$ cat src/rtl/ringrx_pkg.sv
package ringrx_pkg;

   typedef enum logic [2:0] {
      ST_IDLE,
      ST_RD_CTRL,
      ST_RD_ADDR,
      ST_FILL,
      ST_FLUSH,
      ST_WBACK
   } rx_state_e;

   // control word bit positions decoded by software
   localparam int B_OWN   = 0;
   localparam int B_INT   = 1;
   localparam int B_WRAP  = 2;
   localparam int B_HDR   = 3;
   localparam int B_OVR   = 7;
   localparam int B_CRC   = 8;
   localparam int B_LEN   = 16;
   localparam int LEN_W   = 16;

endpackage

$ cat src/rtl/ringrx_ptr.sv
module ringrx_ptr #(
   parameter int DESC_SPACE  = 16384,
   parameter int DESC_STRIDE = 16,
   parameter int PTR_W       = $clog2(DESC_SPACE)
) (
   input  logic             clk,
   input  logic             rst_n,
   input  logic             adv,
   input  logic             to_zero,
   output logic [PTR_W-1:0] ptr
);

   logic [PTR_W-1:0] inc;

   if ((DESC_STRIDE & (DESC_STRIDE - 1)) != 0 || DESC_STRIDE < 8) begin : g_bad_stride
      $error("DESC_STRIDE must be a power of two of at least 8");
   end
   if (DESC_SPACE % DESC_STRIDE != 0) begin : g_bad_space
      $error("DESC_SPACE must be a multiple of DESC_STRIDE");
   end

   if ((DESC_SPACE & (DESC_SPACE - 1)) == 0) begin : g_pow2
      // the counter width itself provides the wrap
      assign inc = ptr + PTR_W'(DESC_STRIDE);
   end else begin : g_cmp
      logic [PTR_W:0] sum;
      assign sum = {1'b0, ptr} + (PTR_W+1)'(DESC_STRIDE);
      assign inc = (sum >= (PTR_W+1)'(DESC_SPACE)) ? '0 : sum[PTR_W-1:0];
   end

   always_ff @(posedge clk or negedge rst_n) begin
      if (!rst_n) begin
         ptr <= '0;
      end else if (adv) begin
         ptr <= to_zero ? '0 : inc;
      end
   end

endmodule

$ cat src/rtl/ringrx_bytewr.sv
module ringrx_bytewr #(
   parameter int ADDR_W = 32
) (
   input  logic              clk,
   input  logic              rst_n,
   input  logic              push,
   input  logic [7:0]        byte_in,
   input  logic [ADDR_W-1:0] addr_in,
   input  logic              ack,
   output logic              busy,
   output logic [ADDR_W-1:0] word_addr,
   output logic [3:0]        be,
   output logic [31:0]       wdata
);

   logic              pend;
   logic [ADDR_W-1:0] a_q;
   logic [7:0]        b_q;

   always_ff @(posedge clk or negedge rst_n) begin
      if (!rst_n) begin
         pend <= 1'b0;
         a_q  <= '0;
         b_q  <= '0;
      end else if (push) begin
         pend <= 1'b1;
         a_q  <= addr_in;
         b_q  <= byte_in;
      end else if (ack) begin
         pend <= 1'b0;
      end
   end

   assign busy      = pend;
   assign word_addr = {a_q[ADDR_W-1:2], 2'b00};
   assign wdata     = {4{b_q}};

   for (genvar l = 0; l < 4; l++) begin : g_lane
      assign be[l] = (a_q[1:0] == 2'(l));
   end

endmodule

$ cat src/rtl/ringrx_dma.sv
module ringrx_dma
   import ringrx_pkg::*;
#(
   parameter int ADDR_W      = 32,
   parameter int DESC_SPACE  = 16384,
   parameter int DESC_STRIDE = 16,
   parameter int PKT_MAX     = 65535,
   parameter int FRAME_MAX   = 2048
) (
   input  logic              clk,
   input  logic              rst_n,
   input  logic              cfg_run,
   input  logic              cfg_irq_en,
   input  logic              cfg_frame,
   input  logic [ADDR_W-1:0] cfg_base,
   input  logic              rx_valid,
   input  logic [7:0]        rx_byte,
   input  logic              rx_eop,
   input  logic              rx_crc_err,
   output logic              mem_req,
   output logic              mem_we,
   output logic [ADDR_W-1:0] mem_addr,
   output logic [3:0]        mem_be,
   output logic [31:0]       mem_wdata,
   input  logic              mem_ack,
   input  logic [31:0]       mem_rdata,
   output logic              irq
);

   localparam int PTR_W = $clog2(DESC_SPACE);
   localparam logic [LEN_W-1:0] PKT_LIM   = LEN_W'(PKT_MAX);
   localparam logic [LEN_W-1:0] FRAME_LIM = LEN_W'(FRAME_MAX);

   if (PKT_MAX < 1 || PKT_MAX > 65535) begin : g_bad_pkt
      $error("PKT_MAX must fit the 16-bit length field");
   end
   if (FRAME_MAX < 1 || FRAME_MAX > PKT_MAX) begin : g_bad_frame
      $error("FRAME_MAX must lie between 1 and PKT_MAX");
   end
   if (ADDR_W > 32 || ADDR_W < PTR_W + 1) begin : g_bad_addr
      $error("ADDR_W out of range");
   end

   rx_state_e         state;
   logic [LEN_W-1:0]  len_q, target, cnt;
   logic              int_q, wrap_q, hdr_q, frame_q, ovr_q, crc_q;
   logic [ADDR_W-1:0] dptr;
   logic [PTR_W-1:0]  ptr;
   logic [ADDR_W-1:0] desc_addr;
   logic [LEN_W-1:0]  clamp;
   logic              wr_busy, wr_ack, wr_free, full, take, drop, close, adv;
   logic [ADDR_W-1:0] wr_addr;
   logic [3:0]        wr_be;
   logic [31:0]       wr_data, wb_word;

   assign desc_addr = cfg_base + ADDR_W'(ptr);
   assign clamp     = (len_q > FRAME_LIM) ? FRAME_LIM : len_q;

   // byte acceptance while a buffer is open
   assign wr_ack  = mem_ack && (state == ST_FILL || state == ST_FLUSH);
   assign wr_free = !wr_busy || wr_ack;
   assign full    = !frame_q && (cnt == PKT_LIM);
   assign take    = (state == ST_FILL) && rx_valid && wr_free && !full;
   assign drop    = (state == ST_FILL) && rx_valid && !take;
   assign close   = (state == ST_FILL) &&
                    (frame_q ? (take && (cnt + LEN_W'(1) == target))
                             : (rx_valid && rx_eop));
   assign adv     = (state == ST_WBACK) && mem_ack;

   assign wb_word = {cnt, 7'b0, crc_q, ovr_q, 3'b0, hdr_q, wrap_q, int_q, 1'b0};

   ringrx_ptr #(
      .DESC_SPACE (DESC_SPACE),
      .DESC_STRIDE(DESC_STRIDE),
      .PTR_W      (PTR_W)
   ) u_ptr (
      .clk    (clk),
      .rst_n  (rst_n),
      .adv    (adv),
      .to_zero(wrap_q),
      .ptr    (ptr)
   );

   ringrx_bytewr #(.ADDR_W(ADDR_W)) u_wr (
      .clk      (clk),
      .rst_n    (rst_n),
      .push     (take),
      .byte_in  (rx_byte),
      .addr_in  (dptr),
      .ack      (wr_ack),
      .busy     (wr_busy),
      .word_addr(wr_addr),
      .be       (wr_be),
      .wdata    (wr_data)
   );

   always_comb begin
      mem_req   = 1'b0;
      mem_we    = 1'b0;
      mem_addr  = desc_addr;
      mem_be    = 4'h0;
      mem_wdata = '0;
      unique case (state)
         ST_RD_CTRL: mem_req = 1'b1;
         ST_RD_ADDR: begin
            mem_req  = 1'b1;
            mem_addr = desc_addr + ADDR_W'(4);
         end
         ST_FILL, ST_FLUSH: begin
            mem_req   = wr_busy;
            mem_we    = 1'b1;
            mem_addr  = wr_addr;
            mem_be    = wr_be;
            mem_wdata = wr_data;
         end
         ST_WBACK: begin
            mem_req   = 1'b1;
            mem_we    = 1'b1;
            mem_be    = 4'hF;
            mem_wdata = wb_word;
         end
         default: ;
      endcase
   end

   always_ff @(posedge clk or negedge rst_n) begin
      if (!rst_n) begin
         state   <= ST_IDLE;
         len_q   <= '0;
         target  <= '0;
         cnt     <= '0;
         int_q   <= 1'b0;
         wrap_q  <= 1'b0;
         hdr_q   <= 1'b0;
         frame_q <= 1'b0;
         ovr_q   <= 1'b0;
         crc_q   <= 1'b0;
         dptr    <= '0;
         irq     <= 1'b0;
      end else begin
         irq <= 1'b0;
         unique case (state)
            ST_IDLE: if (cfg_run) state <= ST_RD_CTRL;
            ST_RD_CTRL: if (mem_ack) begin
               if (!cfg_run) begin
                  state <= ST_IDLE;
               end else if (mem_rdata[B_OWN]) begin
                  len_q  <= mem_rdata[B_LEN +: LEN_W];
                  int_q  <= mem_rdata[B_INT];
                  wrap_q <= mem_rdata[B_WRAP];
                  hdr_q  <= mem_rdata[B_HDR];
                  state  <= ST_RD_ADDR;
               end
            end
            ST_RD_ADDR: if (mem_ack) begin
               dptr    <= mem_rdata[ADDR_W-1:0];
               cnt     <= '0;
               ovr_q   <= 1'b0;
               crc_q   <= 1'b0;
               frame_q <= cfg_frame;
               target  <= clamp;
               state   <= (cfg_frame && clamp == '0) ? ST_FLUSH : ST_FILL;
            end
            ST_FILL: begin
               if (take) begin
                  dptr <= dptr + ADDR_W'(1);
                  cnt  <= cnt + LEN_W'(1);
               end
               if (drop) ovr_q <= 1'b1;
               if (rx_valid && rx_crc_err) crc_q <= 1'b1;
               if (close) state <= ST_FLUSH;
            end
            ST_FLUSH: if (wr_free) state <= ST_WBACK;
            ST_WBACK: if (mem_ack) begin
               irq   <= int_q && cfg_irq_en;
               state <= cfg_run ? ST_RD_CTRL : ST_IDLE;
            end
            default: state <= ST_IDLE;
         endcase
      end
   end

endmodule

$ cat config.mk
export PLATFORM = sky130hd
export DESIGN_NAME = ringrx_dma
export DESIGN_NICKNAME = d
export VERILOG_FILES = /design/src/rtl/ringrx_pkg.sv /design/src/rtl/ringrx_ptr.sv /design/src/rtl/ringrx_bytewr.sv /design/src/rtl/ringrx_dma.sv
export SDC_FILE = /design/constraint.sdc
export NUM_CORES = 1
export LEC_CHECK = 0
export BUFFER_PORTS_ARGS = -buffer_cell sky130_fd_sc_hd__buf_2
export CAP_MARGIN = 20
export CELL_PAD_IN_SITES_DETAIL_PLACEMENT = 1
export CELL_PAD_IN_SITES_GLOBAL_PLACEMENT = 1
export CORE_ASPECT_RATIO = 2
export CORE_UTILIZATION = 40
export CTS_CLUSTER_DIAMETER = 50
export CTS_CLUSTER_SIZE = 30
export DETAILED_ROUTE_END_ITERATION = 10
export GPL_ROUTABILITY_DRIVEN = 0
export PLACE_DENSITY = 0.87
export SKIP_CTS_REPAIR_TIMING = 1
export SLEW_MARGIN = 10
export SYNTH_ARGS = -nofsm -noshare
export SYNTH_HDL_FRONTEND = slang
export SYNTH_SLANG_ARGS = --single-unit
$ cat constraint.sdc
create_clock -name clk -period 4.1 [get_ports clk]
set_clock_uncertainty 0.1 [all_clocks]
set_input_delay 0.41 -clock clk [delete_from_list [all_inputs] [get_ports clk]]
set_output_delay 0.41 -clock clk [all_outputs]
set_load 0.05 [all_outputs]
==> impl_metrics.yaml <==
clocking:
  cts_root_buffer: "clkbuf_16"
  cts_tree: "done"
  cts.clk_slew.worst_paths_ns: 0.06
  clkLatencyLatePin_ns: 0.43
  h-tree-depth: 4
  cts_buffers: 17
  cts.sinks: 141
  cts_buffer_depth: 2
setup_path:
  r2r.worst_path.cells: 10
  critPathMaxFanout: 6
  cp-end-kind: "output port"
  worst-setup-path-type: "reg2out"
  startpoint_type: "register"
  worstPathRequired_ns: 3.59
  arrival_ns: 3.68
global_routing:
  grt_overflow_total: 0
  antenna_found_initial: 2
  grt_pass1_vias: 9504
  grt_pass1_wl_mm: 49.3
  grtUsageTotal_pct: 27.4
  grt_max_degree: 85
floorplan:
  initial_core_util_pct: 40.9
  die_w_um: 108
  chipHeight_um: 215
  fp-row-count: 77
  ioPinCount: 152
  core-area_um2: 22200
  dieArea_um2: 23300
placed_design:
  place_area_um2: 10300
  hpwl_mm: 23.2
  port_buffers: 151
sta:
  setup_ws_ns: -0.0886
  hold_viol_final: 0
  fin_crit_ns: 4.19
  rsz0062_at_grt: "true"
  worst_pin_slew_ns: 0.917
  finalSetupViolCount: 6
  min_period_over_period_pct: 102
  fmax_mhz: 239
  slew_viol_final: 0
  worst_hold_slack_ns: 0.0611
  tns_ns: -0.317
  maxSlewHeadroom_pct: 38.6
power:
  switching_share_pct: 48.8
  p_seq_share_pct: 30.3
  power_density_nw_per_um2: 735
  leakagePower_uw: 0.00524
  p_int_uw: 4250
  switchingPower_uw: 4040
  pwr-share-clk_pct: 19.3
  peakVddDrop_mv: 0.421
  comb_power_share_pct: 50.4
routing:
  route.detailed.wl_per_inst_um: 20.5
  detail-route-antenna-nets: 0
  routed_wl_mm: 31.6
  wl_met1_mm: 11.5
  dr.pass1.iters: 4
  route.met3.wl_um: 875
  viasPerCell: 5.83
  dr_wl_met2_mm: 17.6
  routed.top_layer: "met4"
  drtIter0Drc: 565
  drcViolationCount: 0
  vias: 8991
synth:
  synth_top_area_cell: "dfrtp_1"
  syn_inst: 1092
  synth.distinct_cells: 77
  async_flop_share_pct: 100
  yosys_warnings: 0
  syn-num-nets: 1187
  yosys_most_used_dff: "dfrtp_1"
  synth-compound-area-share_pct: 21.5
  synthAdderAreaFrac_pct: 1.93
  synth_area_um2: 9060
  yosysSeqAreaShare_pct: 38.9
  synth_mux_area_share_pct: 2.83
  synth_edf_count: 0
  synth_area_per_cell_um2: 8.30
  synth_top_family_by_area: "simple AND/OR/NAND/NOR gates"
  yosysTopAreaCellShare_pct: 38.9
  synth_xor_area_share_pct: 6.83
  synth_simple_gate_area_share_pct: 24.5
  netlist_top_cells_area: "dfrtp_1 39%, nand2_1 8.9%, a21oi_1 4.5%, o21ai_0 4.2%, xor2_1 3.6%"
  ys_ff_latch: 141
final_layout:
  final_nets: 1346
  syn_to_final_growth_pct: 24.4
  design_area_um2: 11300
  final_cell_mix: "213 x nand2_1, 138 x buf_2, 136 x dfrtp_1"
  final_common_cell: "nand2_1"
  fin_util_pct: 50.9
  layout-drive-gt1-share_pct: 24.7
job:
  drv_cap: 0
worst_hold_path:
  hold_depth: 3
  hold_class: "in2reg"
outcome:
  status: "finished, violations left"
  violations: "negative setup slack"
[layout make-up]
class                           instances  area [um^2]
Tap cell                              276          345
Antenna cell                            2         5.00
Clock buffer                           25          495
Sequential cell                       141         3530
Multi-Input combinational cell        872         5510
Timing Repair Buffer                  203         1220
Clock inverter                          6          108
Fill cell                            2711        10900
Inverter                               16         60.1
[synth_stat cells, drive strengths merged, types with 14 or more instances]
cell type,count
dfrtp,141
a21o,27
mux2,21
xnor2,32
nand3,53
and2,26
inv,16
nand4,22
nor2,67
a21oi,83
a31oi,19
xor2,37
nor3,23
clkbuf,56
o21ai,81
ha,14
nand2,214
[cell families after synthesis]
| logic type | Yosys count |
|---|---|
| compound gates | 302 |
| xor+xnor | 69 |
| fa+ha+maj | 14 |
| buf+inv | 79 |
| flops | 141 |
| mux | 23 |
| simple gates | 464 |
[path summary, 6_finish.rpt]
kind / start / to / slack [ns]
setup / recovery: u_ptr.ptr[8]$_DFFE_PN0P_ / mem_addr[30] / -0.09
hold / removal: rx_byte[4] / u_wr.b_q[4]$_DFFE_PN0P_ / 0.06
setup reg to reg: cnt[0]$_DFFE_PN0P_ / dptr[24]$_DFFE_PN0P_ / 0.41
hold reg to reg: u_wr.b_q[7]$_DFFE_PN0P_ / u_wr.b_q[7]$_DFFE_PN0P_ / 0.37
max in group asynchronous: rst_n / dptr[25]$_DFFE_PN0P_ / 2.46
min in group asynchronous: rst_n / u_ptr.ptr[13]$_DFFE_PN0P_ / 0.47
[sequential cells by signal, indices dropped and copies added, names as in the netlist, 3 cells and up]
register   count
dptr          32
target        16
u_wr.a_q      32
state          3
cnt           16
u_ptr.ptr     10
u_wr.b_q       8
len_q         16
[per-stage QoR]
stage	worst slack [ns]	power, uW	std cells
2_1_floorplan	0.0905	5280	1092
4_1_cts	-0.377	8140	1523
6_report	-0.0886	8290	1541
3_5_place_dp	0.0217	6490	1492
3_3_place_gp	0.0512	6330	1492
5_1_grt	-0.234	8740	1540
[worst max-delay path: stages, from the launching register on]
cell and delay [ns]:
dfrtp_2 0.44, ha_4 0.31, nand4_1 0.19, o221a_4 0.36
xnor2_4 0.21, nand4_1 0.24, nor4_4 0.43, nand4_2 0.23
nor2_2 0.18, mux2_2 0.35, o21ai_2 0.12, buf_6 0.17
[routing by layer]
layer	GRT usage [%]	up-vias
met5	0	-
met4	15.0	0
met3	4.16	98
met2	51.2	206
met1	28.3	4467
li1	-	4220
[power by group through the flow]
stage               logic, uW  registers (uW)  clock network, uW
floorplan                3010            2270                  0
global placement         3850            2480                  0
detailed placement       3970            2520                  0
CTS                      4020            2500               1620
global route             4490            2580               1680
finish                   4180            2510               1600
Power figures use the tool's default switching activity.
